[config.mk]
export PLATFORM = sky130hd
export DESIGN_NAME = phase_freq_det
export DESIGN_NICKNAME = d
export VERILOG_FILES = /design/src/rtl/pfd_pkg.sv /design/src/rtl/pfd_edge_sync.sv /design/src/rtl/pfd_hold_timer.sv /design/src/rtl/pfd_ctrl.sv /design/src/rtl/phase_freq_det.sv
export SDC_FILE = /design/constraint.sdc
export NUM_CORES = 1
export LEC_CHECK = 0
export BUFFER_PORTS_ARGS = -buffer_cell sky130_fd_sc_hd__buf_4
export CAP_MARGIN = 30
export CORE_MARGIN = 2
export CORE_UTILIZATION = 50
export DETAILED_ROUTE_END_ITERATION = 6
export GPL_TIMING_DRIVEN = 0
export PLACE_DENSITY = 0.74
export SLEW_MARGIN = 0
export SYNTH_ARGS = -nofsm -noshare
export SYNTH_HDL_FRONTEND = slang
export SYNTH_SLANG_ARGS = --single-unit
[constraint.sdc]
create_clock -name clk -period 3.7 [get_ports clk]
set_input_delay 0.185 -clock clk [delete_from_list [all_inputs] [get_ports clk]]
set_output_delay 0.185 -clock clk [all_outputs]
set_load 0.05 [all_outputs]
[src/rtl/pfd_pkg.sv]
// Package: shared types for the phase-frequency detector.
// Assumes: nothing beyond IEEE 1800-2017.
package pfd_pkg;

    // Detector control state.
    typedef enum logic [1:0] {
        ST_IDLE    = 2'd0,
        ST_LEAD_UP = 2'd1,
        ST_LEAD_DN = 2'd2,
        ST_OVERLAP = 2'd3
    } pfd_state_t;

    // Which input supplied the last edge the detector acted on.
    typedef enum logic [1:0] {
        SRC_NONE = 2'd0,
        SRC_REF  = 2'd1,
        SRC_FB   = 2'd2
    } pfd_src_t;

endpackage

[src/rtl/pfd_edge_sync.sv]
// Module: pfd_edge_sync
// Brings an asynchronous input into the clk domain through a flop chain,
// then gives a one-cycle pulse for each rising edge seen at the chain output.
// Assumes: STAGES >= 2; the input is slow compared with clk.
module pfd_edge_sync #(
    parameter int STAGES = 2
) (
    input  logic clk,
    input  logic rst_n,
    input  logic din,
    output logic rise
);

    logic [STAGES-1:0] chain;
    logic              prev;

    // Shift the raw input through the synchronizer chain.
    always_ff @(posedge clk) begin
        if (!rst_n) chain <= '0;
        else        chain <= {chain[STAGES-2:0], din};
    end

    // Hold the last synchronized value for edge detection.
    always_ff @(posedge clk) begin
        if (!rst_n) prev <= 1'b0;
        else        prev <= chain[STAGES-1];
    end

    // Rising edge: synchronized level is high now and was low one cycle ago.
    always_comb rise = chain[STAGES-1] & ~prev;

endmodule

[src/rtl/pfd_hold_timer.sv]
// Module: pfd_hold_timer
// Down-counter that times the overlap. It loads the width value on start,
// then counts down to zero and holds there.
// Assumes: start is a single-cycle pulse from the controller.
module pfd_hold_timer #(
    parameter int CNT_W = 4
) (
    input  logic             clk,
    input  logic             rst_n,
    input  logic             start,
    input  logic [CNT_W-1:0] load_val,
    output logic             expired
);

    logic [CNT_W-1:0] cnt;

    // Load on start, otherwise count down until zero.
    always_ff @(posedge clk) begin
        if (!rst_n)           cnt <= '0;
        else if (start)       cnt <= load_val;
        else if (cnt != '0)   cnt <= cnt - 1'b1;
    end

    // Expired once the count has reached zero.
    always_comb expired = (cnt == '0);

endmodule

[src/rtl/pfd_ctrl.sv]
// Module: pfd_ctrl
// Detector state machine. Moves from idle to a lead state on the first edge,
// into overlap on the other input's edge, and back to idle when the hold
// timer expires. It remembers the source of the last edge it acted on, so that
// phase-only mode can drop repeated edges.
// Assumes: ref_rise and fb_rise are one-cycle pulses synchronous to clk.
module pfd_ctrl
    import pfd_pkg::*;
(
    input  logic clk,
    input  logic rst_n,
    input  logic ref_rise,
    input  logic fb_rise,
    input  logic phase_only,
    input  logic hold_done,
    output logic hold_start,
    output logic up,
    output logic dn
);

    pfd_state_t state, state_nx;
    pfd_src_t   last_src, last_src_nx;
    logic       ref_ok, fb_ok;

    // Phase-only mode refuses an edge from the same input as the last one used.
    always_comb begin
        ref_ok = ref_rise && (!phase_only || last_src != SRC_REF);
        fb_ok  = fb_rise  && (!phase_only || last_src != SRC_FB);
    end

    // Next-state and start-of-overlap decode.
    always_comb begin
        state_nx    = state;
        last_src_nx = last_src;
        hold_start  = 1'b0;
        unique case (state)
            ST_IDLE: begin
                if (ref_rise && fb_rise) begin
                    state_nx = ST_IDLE;
                end else if (ref_ok) begin
                    state_nx    = ST_LEAD_UP;
                    last_src_nx = SRC_REF;
                end else if (fb_ok) begin
                    state_nx    = ST_LEAD_DN;
                    last_src_nx = SRC_FB;
                end
            end
            ST_LEAD_UP: begin
                if (fb_rise) begin
                    state_nx    = ST_OVERLAP;
                    last_src_nx = SRC_FB;
                    hold_start  = 1'b1;
                end
            end
            ST_LEAD_DN: begin
                if (ref_rise) begin
                    state_nx    = ST_OVERLAP;
                    last_src_nx = SRC_REF;
                    hold_start  = 1'b1;
                end
            end
            ST_OVERLAP: begin
                if (hold_done) state_nx = ST_IDLE;
            end
            default: state_nx = ST_IDLE;
        endcase
    end

    // State and edge-source registers.
    always_ff @(posedge clk) begin
        if (!rst_n) begin
            state    <= ST_IDLE;
            last_src <= SRC_NONE;
        end else begin
            state    <= state_nx;
            last_src <= last_src_nx;
        end
    end

    // Outputs decoded from the registered state only.
    always_comb begin
        up = (state == ST_LEAD_UP) || (state == ST_OVERLAP);
        dn = (state == ST_LEAD_DN) || (state == ST_OVERLAP);
    end

endmodule

[src/rtl/phase_freq_det.sv]
// Module: phase_freq_det (top)
// Oversampled phase-frequency detector with a programmable minimum overlap
// and a phase-only mode.
// Assumes: ref_in and fb_in toggle slower than clk; min_width is quasi-static.
module phase_freq_det #(
    parameter int SYNC_STAGES = 2,
    parameter int CNT_W       = 4
) (
    input  logic             clk,
    input  logic             rst_n,
    input  logic             ref_in,
    input  logic             fb_in,
    input  logic             phase_only,
    input  logic [CNT_W-1:0] min_width,
    output logic             up,
    output logic             dn
);

    localparam int N_IN = 2;

    logic [N_IN-1:0] raw_in;
    logic [N_IN-1:0] rise_vec;
    logic            ref_rise, fb_rise;
    logic            hold_start, hold_done;

    // Gather both inputs so one synchronizer is generated per input.
    always_comb raw_in = {fb_in, ref_in};

    for (genvar gi = 0; gi < N_IN; gi++) begin : g_sync
        pfd_edge_sync #(.STAGES(SYNC_STAGES)) u_sync (
            .clk  (clk),
            .rst_n(rst_n),
            .din  (raw_in[gi]),
            .rise (rise_vec[gi])
        );
    end

    // Name the edge pulses by input.
    always_comb begin
        ref_rise = rise_vec[0];
        fb_rise  = rise_vec[1];
    end

    pfd_hold_timer #(.CNT_W(CNT_W)) u_timer (
        .clk     (clk),
        .rst_n   (rst_n),
        .start   (hold_start),
        .load_val(min_width),
        .expired (hold_done)
    );

    pfd_ctrl u_ctrl (
        .clk       (clk),
        .rst_n     (rst_n),
        .ref_rise  (ref_rise),
        .fb_rise   (fb_rise),
        .phase_only(phase_only),
        .hold_done (hold_done),
        .hold_start(hold_start),
        .up        (up),
        .dn        (dn)
    );

endmodule

==> results.tsv <==
stage	metric	value	unit
run_status	status	finished clean	
clock_tree	CTS Root Cell	clkbuf_4	
pwr	combinational power share	51.2	%
setup_path	Worst Path Arrival	2120	ps
pwr	PwrDens	693.1	mW/mm^2
floorplan	die height	42.85	um
synthesis	Synth Area in Compound Gates	15.09	%
pwr	Reg power frac	34.6	%
setup_path	R2R depth	6	
synthesis	XOR/XNOR Fraction of Synth Area	1.161	%
synthesis	post-synthesis cell area	754.5	um^2
pwr	maximum VDD drop	0.3822	mV
global_route	largest net degree at the start of global routing	11	
min_path	HP Class	in -> reg	
timing	final hold slack	106.0	ps
pwr	Sw Share	39.55	%
pwr	clock share of power	14.2	%
pwr	sw power	0.2391	mW
route	total number of vias	643	
clock_tree	Setup Fix Bufs, Post-CTS	0	
setup_path	Crit Path Class	reg -> reg	
floorplan	die area	0.001836	mm^2
synthesis	adder-cell share of the synthesized area	9.950	%
synthesis	Seq/Total Area, Yosys	37.15	%
route	Final ANT Viol Nets	0	
synthesis	Yosys top cell area share	37.15	%
flow_run	max_cap viols	0	
final_layout	layout cells sized above 1	16.84	%
route	DR iter-0 viols	13	
timing	fmax	521.0	MHz
synthesis	largest family of logic cells by synthesized area	simple AND/OR/NAND/NOR gates	
route	Via density	5.793	
clock_tree	clock slew at reported path FFs	80	ps
synthesis	Post-Syn Nets	97	
final_layout	P&R area growth vs syn	15.59	%
synthesis	mux share of post-synthesis cell area	6.633	%
setup_path	Max FO, Critical Path	4	
clock_tree	H-tree levels	1	
setup_path	worst path required time	3900	ps
global_route	antenna violations before repair	0	
clock_tree	TritonCTS clock tree	done	
synthesis	Mean Syn Cell Area	9.201	um^2
floorplan	CORE AREA	0.001454	mm^2
timing	max_slew headroom	63.93	%
floorplan	initial core utilization	51.89	%
global_route	global-route wire length before repair	2628	um
route	DRT Pass-1 Iters	5	
timing	setup TNS	0	ps
min_path	hold path depth	2	
clock_tree	Sink Count	14	
synthesis	simple-gate share of the synthesized area	26.53	%
timing	post-route clock skew	4.832	ps
timing	Final min period	1919	ps
route	drt drc	0	
place	GP Congestion	0.8242	
place	IO buf count	10	
route	Post-Route WL	1423	um
timing	final hold violation count	0	
clock_tree	clock tree buffer depth	2	
place	HPWL Detailed	1130	um
pwr	Power Internal	0.3654	mW
timing	Max Slew Vio Count	0	
floorplan	die width	42.85	um
route	WL/cell	12.82	um
global_route	Total GRT Usage	19.70	%
floorplan	I/O Pins	11	
timing	fin crit share	51.87	%
clock_tree	Clock Latency Late Sink	280	ps
global_route	number of global-route vias before repair	598	
final_layout	fillers	142	
timing	# setup viols final	0	
synthesis	Synthesis Warnings	0	
setup_path	Critical Path End Type	flip-flop	
timing	unrepaired setup endpoints after global routing	false	
synthesis	post-synth top area cell	dfxtp_1	
synthesis	Syn Inst Count	82	
setup_path	Setup crit start kind	flip-flop	
pwr	LEAKAGE	0.4054	nW
global_route	remaining global-route overflow	0	
timing	worst-margin pin slew	533.8	ps
synthesis	distinct cell type count after synthesis	30	
final_layout	Ant. Diodes	0	
clock_tree	Resized cells post-CTS	0	
final_layout	NumNets Final	112	
synthesis	flops & latches, synth	14	
floorplan	Cell Rows	14	
clock_tree	CTS buffer count	3	
synthesis	synth top area cells	dfxtp_1, ha_1, mux2i_1, and2_1, and3b_1	
clock_tree	hold_buf cts	0	
critical path, cell delays in order, from the launching register on:
cell and delay [ps]:
dfxtp_1 320, inv_1 80, ha_1 200, or3b_4 420
a222oi_1 440, a21oi_1 140, a311oi_1 240
cell families after synthesis:
group	count (synthesis)
adder cells (fa/ha/maj)	6
AND/OR/NAND/NOR	33
XOR/XNOR	1
buffers and inverters	7
AO/OA/AOI/OAI	16
multiplexers	5
flip-flops	14
through the flow:
stage | setup slack [ps] | cells | total power [mW] | util (%) | instance area (um^2)
after floorplan | 1957 | 82 | 0.4540 | - | 754.5
after global placement | 1812 | 108 | 0.5038 | 58.43 | 849.6
after detailed placement | 1790 | 108 | 0.5236 | 58.43 | 849.6
after CTS | 1776 | 111 | 0.6100 | 59.98 | 872.1
after global routing | 1610 | 111 | 0.6583 | 59.98 | 872.1
final | 1781 | 111 | 0.6044 | 59.98 | 872.1
Yosys cell counts:
library cell / n
nand3_1: 2
or2_2: 2
and2_1: 6
or3_1: 1
a21oi_1: 4
or3b_4: 1
a211oi_1: 1
o221ai_1: 1
dfxtp_1: 14
mux2i_1: 5
nand2b_1: 5
inv_1: 6
o311ai_0: 1
nor3_1: 1
ha_1: 6
o21ai_0: 1
nand3b_1: 1
a22oi_1: 1
a21o_1: 1
o41ai_1: 1
xnor2_1: 1
and3b_1: 4
a222oi_1: 1
o21ai_1: 1
nor4bb_1: 1
a311oi_1: 2
o31ai_1: 1
nor2_1: 5
nand2_1: 4
clkbuf_1: 1
flip-flops by register name, indices dropped and copies added (netlist names):
| signal | cells |
|---|---|
| g_sync.u_sync.prev | 2 |
| g_sync.u_sync.chain | 4 |
| u_timer.cnt | 4 |
| u_ctrl.state | 2 |
| u_ctrl.last_src | 2 |
power by group through the flow:
| stage | registers, mW | clock network (mW) | logic, mW |
|---|---|---|---|
| finish | 0.209 | 0.0860 | 0.309 |
| CTS | 0.209 | 0.0889 | 0.312 |
| detailed placement | 0.212 | 0 | 0.311 |
| global route | 0.214 | 0.0931 | 0.351 |
| global placement | 0.211 | 0 | 0.293 |
| floorplan | 0.206 | 0 | 0.248 |
worst paths after layout:
path,start,endpoint,slack (ps)
worst max-delay path,u_timer.cnt[0]$_SDFFE_PN0P_,u_ctrl.state[1]$_SDFFE_PN0P_,1780
worst min-delay path,fb_in,g_sync[1].u_sync.chain[0]$_SDFF_PN0_,110
worst max register to register,u_timer.cnt[0]$_SDFFE_PN0P_,u_ctrl.state[1]$_SDFFE_PN0P_,1780
worst min register to register,g_sync[1].u_sync.chain[0]$_SDFF_PN0_,g_sync[1].u_sync.chain[1]$_SDFF_PN0_,440
per-layer routing:
layer  wire (um)  GRT usage [%]  part of all wire (%)  vias up
met5           0              0                     0        -
met4          37          11.25                   2.6        0
met3          73          3.830                   5.1        5
met2         719          33.33                    51       17
met1         592          22.77                    42      299
li1            -              -                     -      322
cell usage in the layout, fill, tap and decap left out, types with 2 or more instances in the layout:
| cell | count |
|---|---|
| a21oi_1 | 4 |
| a311oi_1 | 2 |
| and2_1 | 6 |
| and3b_1 | 4 |
| buf_4 | 10 |
| clkbuf_4 | 3 |
| dfxtp_1 | 14 |
| ha_1 | 6 |
| inv_1 | 6 |
| mux2i_1 | 5 |
| nand2_1 | 4 |
| nand2b_1 | 5 |
| nand3_1 | 2 |
| nor2_1 | 5 |
| or2_2 | 2 |
area by class of cell:
cell class	instances	area, um^2	share of cell area [%]
inverter	6	22.52	2.582
sequential	14	280.3	32.14
tap	16	20.02	2.296
timing repair buffer	10	75.07	8.608
buffer	1	3.754	0.4304
clock buffer	3	22.52	2.582
multi-input combinational	61	447.9	51.36
Note: power is estimated with default switching activity, not from simulation.
